--- config.mk ---
export PLATFORM = sky130hd
export DESIGN_NAME = nic_hostregs
export DESIGN_NICKNAME = d
export VERILOG_FILES = /design/src/rtl/nic_hostregs_pkg.sv /design/src/rtl/nic_sat_ctr.sv /design/src/rtl/nic_evt_latch.sv /design/src/rtl/nic_hostregs.sv
export SDC_FILE = /design/constraint.sdc
export NUM_CORES = 1
export LEC_CHECK = 0
export BUFFER_PORTS_ARGS = -buffer_cell sky130_fd_sc_hd__buf_2
export CELL_PAD_IN_SITES_DETAIL_PLACEMENT = 2
export CELL_PAD_IN_SITES_GLOBAL_PLACEMENT = 2
export CORE_MARGIN = 2
export CORE_UTILIZATION = 30
export CTS_CLUSTER_DIAMETER = 80
export DETAILED_ROUTE_END_ITERATION = 10
export GPL_TIMING_DRIVEN = 1
export PLACE_DENSITY_LB_ADDON = 0.1
export SLEW_MARGIN = 0
export SYNTH_ARGS = -nofsm -noshare
export SYNTH_HDL_FRONTEND = slang
export SYNTH_SLANG_ARGS = --single-unit
--- constraint.sdc ---
create_clock -name clk -period 2.2 [get_ports clk]
set_clock_uncertainty 0.2 [all_clocks]
set_input_delay 0.44 -clock clk [delete_from_list [all_inputs] [get_ports clk]]
set_output_delay 0.44 -clock clk [all_outputs]
set_load 0.05 [all_outputs]
--- src/rtl/nic_hostregs_pkg.sv ---
package nic_hostregs_pkg;
    localparam int IDXW = 4;
    localparam int IDX_RCFG  = 0;
    localparam int IDX_TCFG  = 1;
    localparam int IDX_BCFG  = 2;
    localparam int IDX_SCTL  = 3;
    localparam int IDX_BCTL  = 4;
    localparam int IDX_RXEV  = 5;
    localparam int IDX_TXEV  = 6;
    localparam int IDX_BFEV  = 7;
    localparam int IDX_LST   = 8;
    localparam int IDX_SST   = 9;
    localparam int IDX_CTR0  = 10;
    localparam int NCTR      = 3;
    localparam int NCFG      = 5;
    localparam int NACT      = 4;
    localparam int ACT_BIT   = 6;
    localparam int BIT_RXDEST = 15;
    localparam int BIT_RX128  = 11;
endpackage

--- src/rtl/nic_sat_ctr.sv ---
module nic_sat_ctr #(
    parameter int CW = 10
) (
    input  logic          clk,
    input  logic          rst_n,
    input  logic          inc_i,
    input  logic          clr_i,
    output logic [CW-1:0] cnt_o
);
    localparam logic [CW-1:0] MAXV = {CW{1'b1}};

    typedef struct packed {
        logic [CW-1:0] cnt;
    } ctr_t;

    ctr_t st_d, st_q;

    always_comb begin
        st_d = st_q;
        if (clr_i) begin
            st_d.cnt = inc_i ? CW'(1) : '0;
        end else if (inc_i && st_q.cnt != MAXV) begin
            st_d.cnt = st_q.cnt + CW'(1);
        end
    end

    always_ff @(posedge clk) begin
        if (!rst_n) st_q <= '0;
        else        st_q <= st_d;
    end

    assign cnt_o = st_q.cnt;


    ctr_no_wrap_chk: assert property (@(posedge clk) disable iff (!rst_n)
        (st_q.cnt == MAXV && !clr_i) |=> (st_q.cnt == MAXV));


    ctr_clr_keep_chk: assert property (@(posedge clk) disable iff (!rst_n)
        (clr_i && inc_i) |=> (st_q.cnt == CW'(1)));
endmodule

--- src/rtl/nic_evt_latch.sv ---
module nic_evt_latch #(
    parameter int W = 8
) (
    input  logic         clk,
    input  logic         rst_n,
    input  logic [W-1:0] evt_i,
    input  logic         rd_clr_i,
    input  logic [W-1:0] hw_clr_i,
    output logic [W-1:0] flag_o
);
    typedef struct packed {
        logic [W-1:0] flag;
    } evl_t;

    evl_t st_d, st_q;

    always_comb begin
        st_d = st_q;
        for (int k = 0; k < W; k++) begin
            if (evt_i[k])                      st_d.flag[k] = 1'b1;
            else if (rd_clr_i || hw_clr_i[k])  st_d.flag[k] = 1'b0;
        end
    end

    always_ff @(posedge clk) begin
        if (!rst_n) st_q <= '0;
        else        st_q <= st_d;
    end

    assign flag_o = st_q.flag;


    evt_survive_chk: assert property (@(posedge clk) disable iff (!rst_n)
        (rd_clr_i && (evt_i != '0)) |=> ((st_q.flag & $past(evt_i)) == $past(evt_i)));


    evt_cor_chk: assert property (@(posedge clk) disable iff (!rst_n)
        (rd_clr_i && evt_i == '0) |=> (st_q.flag == '0));
endmodule

--- src/rtl/nic_hostregs.sv ---
module nic_hostregs
    import nic_hostregs_pkg::*;
#(
    parameter int DW  = 16,
    parameter int EVW = 8,
    parameter int CW  = 10
) (
    input  logic            clk,
    input  logic            rst_n,
    input  logic            host_wr,
    input  logic            host_rd,
    input  logic [IDXW-1:0] host_idx,
    input  logic [DW-1:0]   host_wdata,
    output logic [DW-1:0]   host_rdata,
    input  logic [EVW-1:0]  rx_evt,
    input  logic [EVW-1:0]  tx_evt,
    input  logic [EVW-1:0]  buf_evt,
    input  logic [1:0]      buf_tmp_clr,
    input  logic [DW-1:0]   line_stat,
    input  logic [DW-1:0]   self_stat,
    input  logic            miss_inc,
    input  logic            coll_inc,
    input  logic            tdr_inc,
    output logic [DW-1:0]   cfg_rx,
    output logic [DW-1:0]   cfg_tx,
    output logic [DW-1:0]   cfg_buf,
    output logic [DW-1:0]   ctl_self,
    output logic [DW-1:0]   ctl_bus,
    output logic            act_rx_skip,
    output logic            act_self_reset,
    output logic            act_dma_reset,
    output logic            act_soft_int,
    output logic            irq
);
    localparam int EV_LSB = DW - EVW;
    localparam logic [DW-1:0] ACT_MASK = DW'(1) << ACT_BIT;
    localparam int NEVG = 3;

    // which configuration slots carry an action bit, and which action slot
    localparam logic [NCFG-1:0] HAS_ACT = 5'b11101;
    localparam int ACT_SLOT [NCFG] = '{0, 0, 3, 1, 2};

    typedef struct packed {
        logic [NCFG-1:0][DW-1:0] cfg;
        logic [NACT-1:0]         act;
        logic [DW-1:0]           rdata;
    } regs_t;

    regs_t st_d, st_q;

    logic [NCTR-1:0]           ctr_inc;
    logic [NCTR-1:0]           ctr_clr;
    logic [NCTR-1:0][CW-1:0]   ctr_val;
    logic [NEVG-1:0][EVW-1:0]  ev_in;
    logic [NEVG-1:0][EVW-1:0]  ev_hwclr;
    logic [NEVG-1:0]           ev_clr;
    logic [NEVG-1:0][EVW-1:0]  ev_flag;
    logic [NEVG-1:0][EVW-1:0]  ev_en;

    assign ctr_inc = {tdr_inc, coll_inc, miss_inc};
    assign ev_in   = {buf_evt, tx_evt, rx_evt};

    always_comb begin
        ev_hwclr = '0;
        ev_hwclr[2][BIT_RXDEST-EV_LSB] = buf_tmp_clr[1];
        ev_hwclr[2][BIT_RX128-EV_LSB]  = buf_tmp_clr[0];
    end

    // statistics counters
    for (genvar c = 0; c < NCTR; c++) begin : g_ctr
        assign ctr_clr[c] = host_rd && (host_idx == IDXW'(IDX_CTR0 + c));
        nic_sat_ctr #(.CW(CW)) u_ctr (
            .clk   (clk),
            .rst_n (rst_n),
            .inc_i (ctr_inc[c]),
            .clr_i (ctr_clr[c]),
            .cnt_o (ctr_val[c])
        );
    end

    // event flag groups, each enabled by the matching config slot
    for (genvar g = 0; g < NEVG; g++) begin : g_evt
        assign ev_clr[g] = host_rd && (host_idx == IDXW'(IDX_RXEV + g));
        assign ev_en[g]  = st_q.cfg[IDX_RCFG + g][DW-1:EV_LSB];
        nic_evt_latch #(.W(EVW)) u_evl (
            .clk      (clk),
            .rst_n    (rst_n),
            .evt_i    (ev_in[g]),
            .rd_clr_i (ev_clr[g]),
            .hw_clr_i (ev_hwclr[g]),
            .flag_o   (ev_flag[g])
        );
    end

    always_comb begin
        logic [DW-1:0] rmux;
        st_d     = st_q;
        st_d.act = '0;
        for (int r = 0; r < NCFG; r++) begin
            if (host_wr && host_idx == IDXW'(r)) begin
                if (HAS_ACT[r]) begin
                    st_d.cfg[r] = host_wdata & ~ACT_MASK;
                    st_d.act[ACT_SLOT[r]] = host_wdata[ACT_BIT];
                end else begin
                    st_d.cfg[r] = host_wdata;
                end
            end
        end
        rmux = '0;
        if (int'(host_idx) < NCFG) begin
            rmux = st_q.cfg[host_idx[2:0]];
        end else if (int'(host_idx) < IDX_LST) begin
            for (int g = 0; g < NEVG; g++) begin
                if (host_idx == IDXW'(IDX_RXEV + g)) rmux = {ev_flag[g], {EV_LSB{1'b0}}};
            end
        end else if (host_idx == IDXW'(IDX_LST)) begin
            rmux = line_stat;
        end else if (host_idx == IDXW'(IDX_SST)) begin
            rmux = self_stat;
        end else begin
            for (int c = 0; c < NCTR; c++) begin
                if (host_idx == IDXW'(IDX_CTR0 + c)) rmux = {{(DW-CW){1'b0}}, ctr_val[c]};
            end
        end
        st_d.rdata = host_rd ? rmux : '0;
    end

    always_ff @(posedge clk) begin
        if (!rst_n) st_q <= '0;
        else        st_q <= st_d;
    end

    always_comb begin
        irq = 1'b0;
        for (int g = 0; g < NEVG; g++) irq = irq | (|(ev_flag[g] & ev_en[g]));
    end

    assign host_rdata     = st_q.rdata;
    assign cfg_rx         = st_q.cfg[IDX_RCFG];
    assign cfg_tx         = st_q.cfg[IDX_TCFG];
    assign cfg_buf        = st_q.cfg[IDX_BCFG];
    assign ctl_self       = st_q.cfg[IDX_SCTL];
    assign ctl_bus        = st_q.cfg[IDX_BCTL];
    assign act_rx_skip    = st_q.act[0];
    assign act_self_reset = st_q.act[1];
    assign act_dma_reset  = st_q.act[2];
    assign act_soft_int   = st_q.act[3];


    act_fire_chk: assert property (@(posedge clk) disable iff (!rst_n)
        (host_wr && host_idx == IDXW'(IDX_RCFG) && host_wdata[ACT_BIT]) |=> act_rx_skip);


    act_quiet_chk: assert property (@(posedge clk) disable iff (!rst_n)
        !(host_wr && host_idx == IDXW'(IDX_SCTL) && host_wdata[ACT_BIT]) |=> !act_self_reset);


    act_reads_zero_chk: assert property (@(posedge clk) disable iff (!rst_n)
        (host_rd && host_idx == IDXW'(IDX_BCTL)) |=> !host_rdata[ACT_BIT]);


    stat_ro_chk: assert property (@(posedge clk) disable iff (!rst_n)
        (host_rd && host_idx == IDXW'(IDX_LST)) |=> (host_rdata == $past(line_stat)));
endmodule

* Word-level counts from Yosys, hierarchy flattened
Index checks and enable logic that the tools add are counted.
Word-level totals: memories 0, bits of input ports 85, bits in read-only memories 0, output and inout port bits 101, bits in writable memories 0, bits in latches 0, word-level logic and storage cells 165, bits in registers 150
Operators by class: bitwise gates (word level) 5, equal/unequal tests 15, reduce and logical (&&, ||, !) cells 52, muxes and demuxes 50, $lt $le $gt $ge 3, div/mod/pow operators 0, multipliers 0, $add $sub $neg 3, shift-type cells 0
Operator list (count):
- two-way mux 16 bit | 10
- two-way mux 10 bit | 7
- nonzero test 2 bit | 27
- binary-select mux 16 bit (select 3 bit) | 1
- two-way mux 1 bit | 32
- adder 10 x 1 -> 10 bit, second input constant | 3
- inequality test 10 bit, second input constant | 3
- AND 8 bit | 3
- OR reduction 8 bit | 3
- == test 4 bit, second input constant | 5
- == test 4 x 3 -> 1 bit, second input constant | 4
- logical AND 1 bit | 14
- AND reduction 2 bit | 5
- == test 4 x 2 -> 1 bit, second input constant | 2
- == test 4 x 1 -> 1 bit, second input constant | 1
- logical NOT 4 bit | 1
- less-than comparator 3 x 4 -> 1 bit, second input constant | 1
- less-than comparator 4 x 3 -> 1 bit, second input constant | 1
- less-than comparator 4 bit, second input constant | 1
- logical OR 1 bit | 2
- OR 1 bit | 2

* Depth between registers and ports, before layout
depth after elaboration 8, gate-level depth with buffers 8, mapped depth without buffers 5

* By module
From an unflattened synthesis, not the netlist that was laid out.
Unflattened totals: cells, all modules 852, area total of the unflattened synthesis 7722.4 µm²
By module, submodules not included:
- nic_hostregs | cells each 600, seq. area each 1921.8 µm², instances 1, area each 5147.4 µm²
- nic_sat_ctr | cells each 58, seq. area each 200.2 µm², instances 3, area each 523.0 µm²
- nic_evt_latch | cells each 26, seq. area each 160.2 µm², instances 3, area each 335.3 µm²

* Least setup slack after synthesis
No wires, ideal clock.
path kind reg2out, start point reg st_q, in the netlist cfg_rx[14], end point out irq, cell stages (with the launch flop) 4, arrival 1456 ps, setup slack 104 ps, cells stage by stage dfxtp_1 a22o_1 a221oi_1 nand4_1
Between the ends: word-level cells in the longest chain between the ends 4
RTL lines:
- start, declared | RTL line nic_hostregs.sv:49 | regs_t st_d, st_q;
- start signal, assigned | RTL line nic_hostregs.sv:130 | else st_q <= st_d;
- AND 8 bit | RTL line nic_hostregs.sv:135 | for (int g = 0; g < NEVG; g++) irq = irq | (|(ev_flag[g] & ev_en[g]));
- OR reduction 8 bit | RTL line nic_hostregs.sv:135
- OR 1 bit (2 in a row) | RTL line nic_hostregs.sv:135
- end, declared | RTL line nic_hostregs.sv:33 | output logic irq
No other way between the ends.

* Final worst setup path
Ends and elaborated chain as after synthesis.

==> run metrics <==
outcome complete, no violations; commonest register cell after synthesis dfxtp_1; register area 3020 um2; clock sinks 150; Leakage 3.83 nW; vias in the first global route 7526; Synth top area share 0.425; routability cong. 0.806; n_diodes 0; Vias/cell 5.34; final slew viol count 0; sequential power share 0.425; Area growth, synth to finish 32.5%; antenna violation net count after detailed routing 0; VDD IR max 0.000330 V; number of synthesized register bits 150; kind of critical path flip-flop to primary output; Starting Density 0.303; total gr overflow 0; Inst Count DP 1324; worst-path fanout max 4; drt pass-1 iters 5; initial antenna violation count 0; CP top delay family compound AO/OA/AOI/OAI gates; Slowest Stage Delay on Critical Path 360 ps; launch point of the worst reg-to-reg path g_ctr[2].u_ctr.cnt_o[0]$_SDFFE_PN0P_; count leader, synth dfxtp_1; Synth Area per Inst 8.72 um2; Layout fillers 2652; DP HPWL 23900 um; commonest cells in the netlist 150 x dfxtp_1, 145 x nand2_1, 110 x a21oi_1; Period Utilization, post-route 0.997; switching power 1.85 mW; num rows 56; Hold Crit Endpoint g_evt[2].u_evl.flag_o[7]$_SDFFE_PN0P_; slowest stage cell, crit path dfxtp_1; Clock Power Share 0.465; CP Cell Sequence a22o_1 > a221oi_1 > nand4_1 > buf_6; RSZ-0062 raised after global routing true; first-pass GRT wire length 47300 um; Worst Setup End Kind primary output; CTS Buf Count 17; starting DRC count in detailed routing 473; Arr. time, crit path 1550 ps; I/O pins 186; share of cells above drive strength 1 0.320; DIE AREA 24800 um2; final net count 1113; Syn. warnings 0; final setup violation count 0; worst-margin pin slew 517 ps; Net Sw Frac 0.273; largest net degree at the start of global routing 68; hold violation count in the final report 0; critical path required time 1560 ps; Buffers on Ports 181; overall routed net length 31600 um; CTS tree yes; DRC viols 0; FF-to-FF setup slack 200 ps; die width 157 um; top post-synthesis cells by area dfxtp_1 43%, a21oi_1 7.8%, nand2_1 7.7%; Post-synth EDFFs 0; Core ar. 23300 um2; Hold Buf Count CTS 0; Syn Inst Count 809; Root Buffer Master clkbuf_16; post-route setup TNS 0 ps; FF-to-FF End g_ctr[2].u_ctr.cnt_o[0]$_SDFFE_PN0P_; max cap viols 0; Vias 7243; cell depth of the worst min-delay path 3; post-synthesis cell area 7060 um2; fin crit period 2190 ps; Tot GR Track Use 0.257; stages on the worst setup path 4; combinational share of power 0.110; Critical path buffers and inverters 1; R2R depth 5; post-synthesis cell type count 69; clk_lat worst skew 430 ps; CTS max path bufs 2; Die Y 157 um; multi-input logic area 3710 um2; Power Density 723 nW/um2; hold crit path type input pin to flip-flop; hold_sp buf_evt[7]; Seq/Total Area, Yosys 0.425; asr flop ratio synth 0; Pint 4.91 mW; Worst Setup Start Kind flip-flop; DR WL/cell 23.3 um; dominant cell type by area after synthesis dfxtp_1; H-tree depth 4; clock transition at the registers of the reported paths 70 ps; fin cells 1356; Fmax achieved 0.456 GHz; max_slew headroom 0.652
-- kinds of logic (layout without fill, tap and decap cells) --
logic type | Yosys count | count (layout) | synth area share
xor gates and xnor gates | 7 | 7 | 0.00869
adders and majority gates | 3 | 3 | 0.00532
AOI/OAI and AO/OA | 213 | 213 | 0.195
DFF | 150 | 150 | 0.425
buffers and inverters | 71 | 296 | 0.0560
other | 1 | 4 | 0.000531
muxes | 62 | 62 | 0.107
and+or+nand+nor | 302 | 302 | 0.202
-- through the flow --
stage / power, mW / setup WS [ps] / hold slack [ps] / instance area (um2) / util
after detailed placement: 3.66 / -55.8 / 269 / 8670 / 0.373
after floorplan: 3.32 / 104 / 269 / 7070 / -
final: 6.76 / 7.63 / 19.1 / 9360 / 0.402
after CTS: 6.82 / -24.9 / 5.25 / 9340 / 0.401
after global routing: 6.98 / -63.4 / 28.7 / 9360 / 0.402
after global placement: 3.65 / -5.64 / 267 / 8670 / 0.373
-- cell usage in the layout, fill, tap and decap left out, types with 17 or more instances in the layout --
cell type,synthesis,routed
buf_4,14,60
buf_2,16,180
dfxtp_1,150,141
a21oi_1,110,110
nand2_1,145,145
nor2_1,68,68
mux2i_1,45,45
clkbuf_16,0,17
nand3_1,18,18
-- state kept, by name, indices dropped and copies added, names as in the netlist --
name / cells
cfg_buf: 15
act_dma_reset: 1
act_self_reset: 1
ctl_self: 15
cfg_rx: 15
g_ctr.u_ctr.cnt_o: 30
ctl_bus: 15
act_soft_int: 1
g_evt.u_evl.flag_o: 24
host_rdata: 16
cfg_tx: 16
act_rx_skip: 1
-- repair_timing --
| action | CTS | global route |
|---|---|---|
| buffers inserted | 1 | 0 |
| setup endpoints to repair | 1 | 1 |
| pin swaps | 5 | 2 |
| gates resized for setup | 15 | 4 |
| hold endpoints to repair | 0 | 0 |
-- how the worst max path moves through the flow --
stage,start,end,slack (ps)
finish,cfg_rx[14]$_SDFFE_PN0P_,irq,8
global route,cfg_buf[14]$_SDFFE_PN0P_,irq,-60
CTS,cfg_buf[9]$_SDFFE_PN0P_,irq,-20
detailed placement,host_idx[1],host_rdata[11]$_SDFF_PN0_,-60
global placement,host_idx[1],host_rdata[1]$_SDFF_PN0_,-6
floorplan,cfg_rx[14]$_SDFFE_PN0P_,irq,100
-- per-layer routing --
layer | track usage | routed length, um | share of wire | vias up
met5 | 0 | 0 | 0 | -
met2 | 0.404 | 14500 | 0.46 | 183
met4 | 0.0649 | 446 | 0.014 | 0
met1 | 0.370 | 15400 | 0.49 | 3682
li1 | - | - | - | 3352
met3 | 0.0344 | 1230 | 0.039 | 26
-- power groups by stage --
stage,clock [mW],sequential (mW),combinational (mW)
2_1_floorplan,0,2.98,0.337
3_3_place_gp,0,2.93,0.725
3_5_place_dp,0,2.93,0.734
4_1_cts,3.21,2.87,0.744
5_1_grt,3.31,2.88,0.795
6_report,3.15,2.87,0.743
-- layout make-up --
| class | count | share of cell area |
|---|---|---|
| clock buffer | 19 | 0.0484 |
| clock inverter | 12 | 0.0177 |
| inverter | 14 | 0.00562 |
| multi-input combinational | 591 | 0.396 |
| sequential | 150 | 0.322 |
| tap | 319 | 0.0427 |
| timing repair buffer | 251 | 0.167 |
-- worst min-delay path: cells and delay by family --
family / cells / cell delay [ps]
buffers and inverters: 1 / 70
and+or+nand+nor: 1 / 70
AOI/OAI and AO/OA: 1 / 30
No activity file was read; power rests on OpenSTA's default activity.
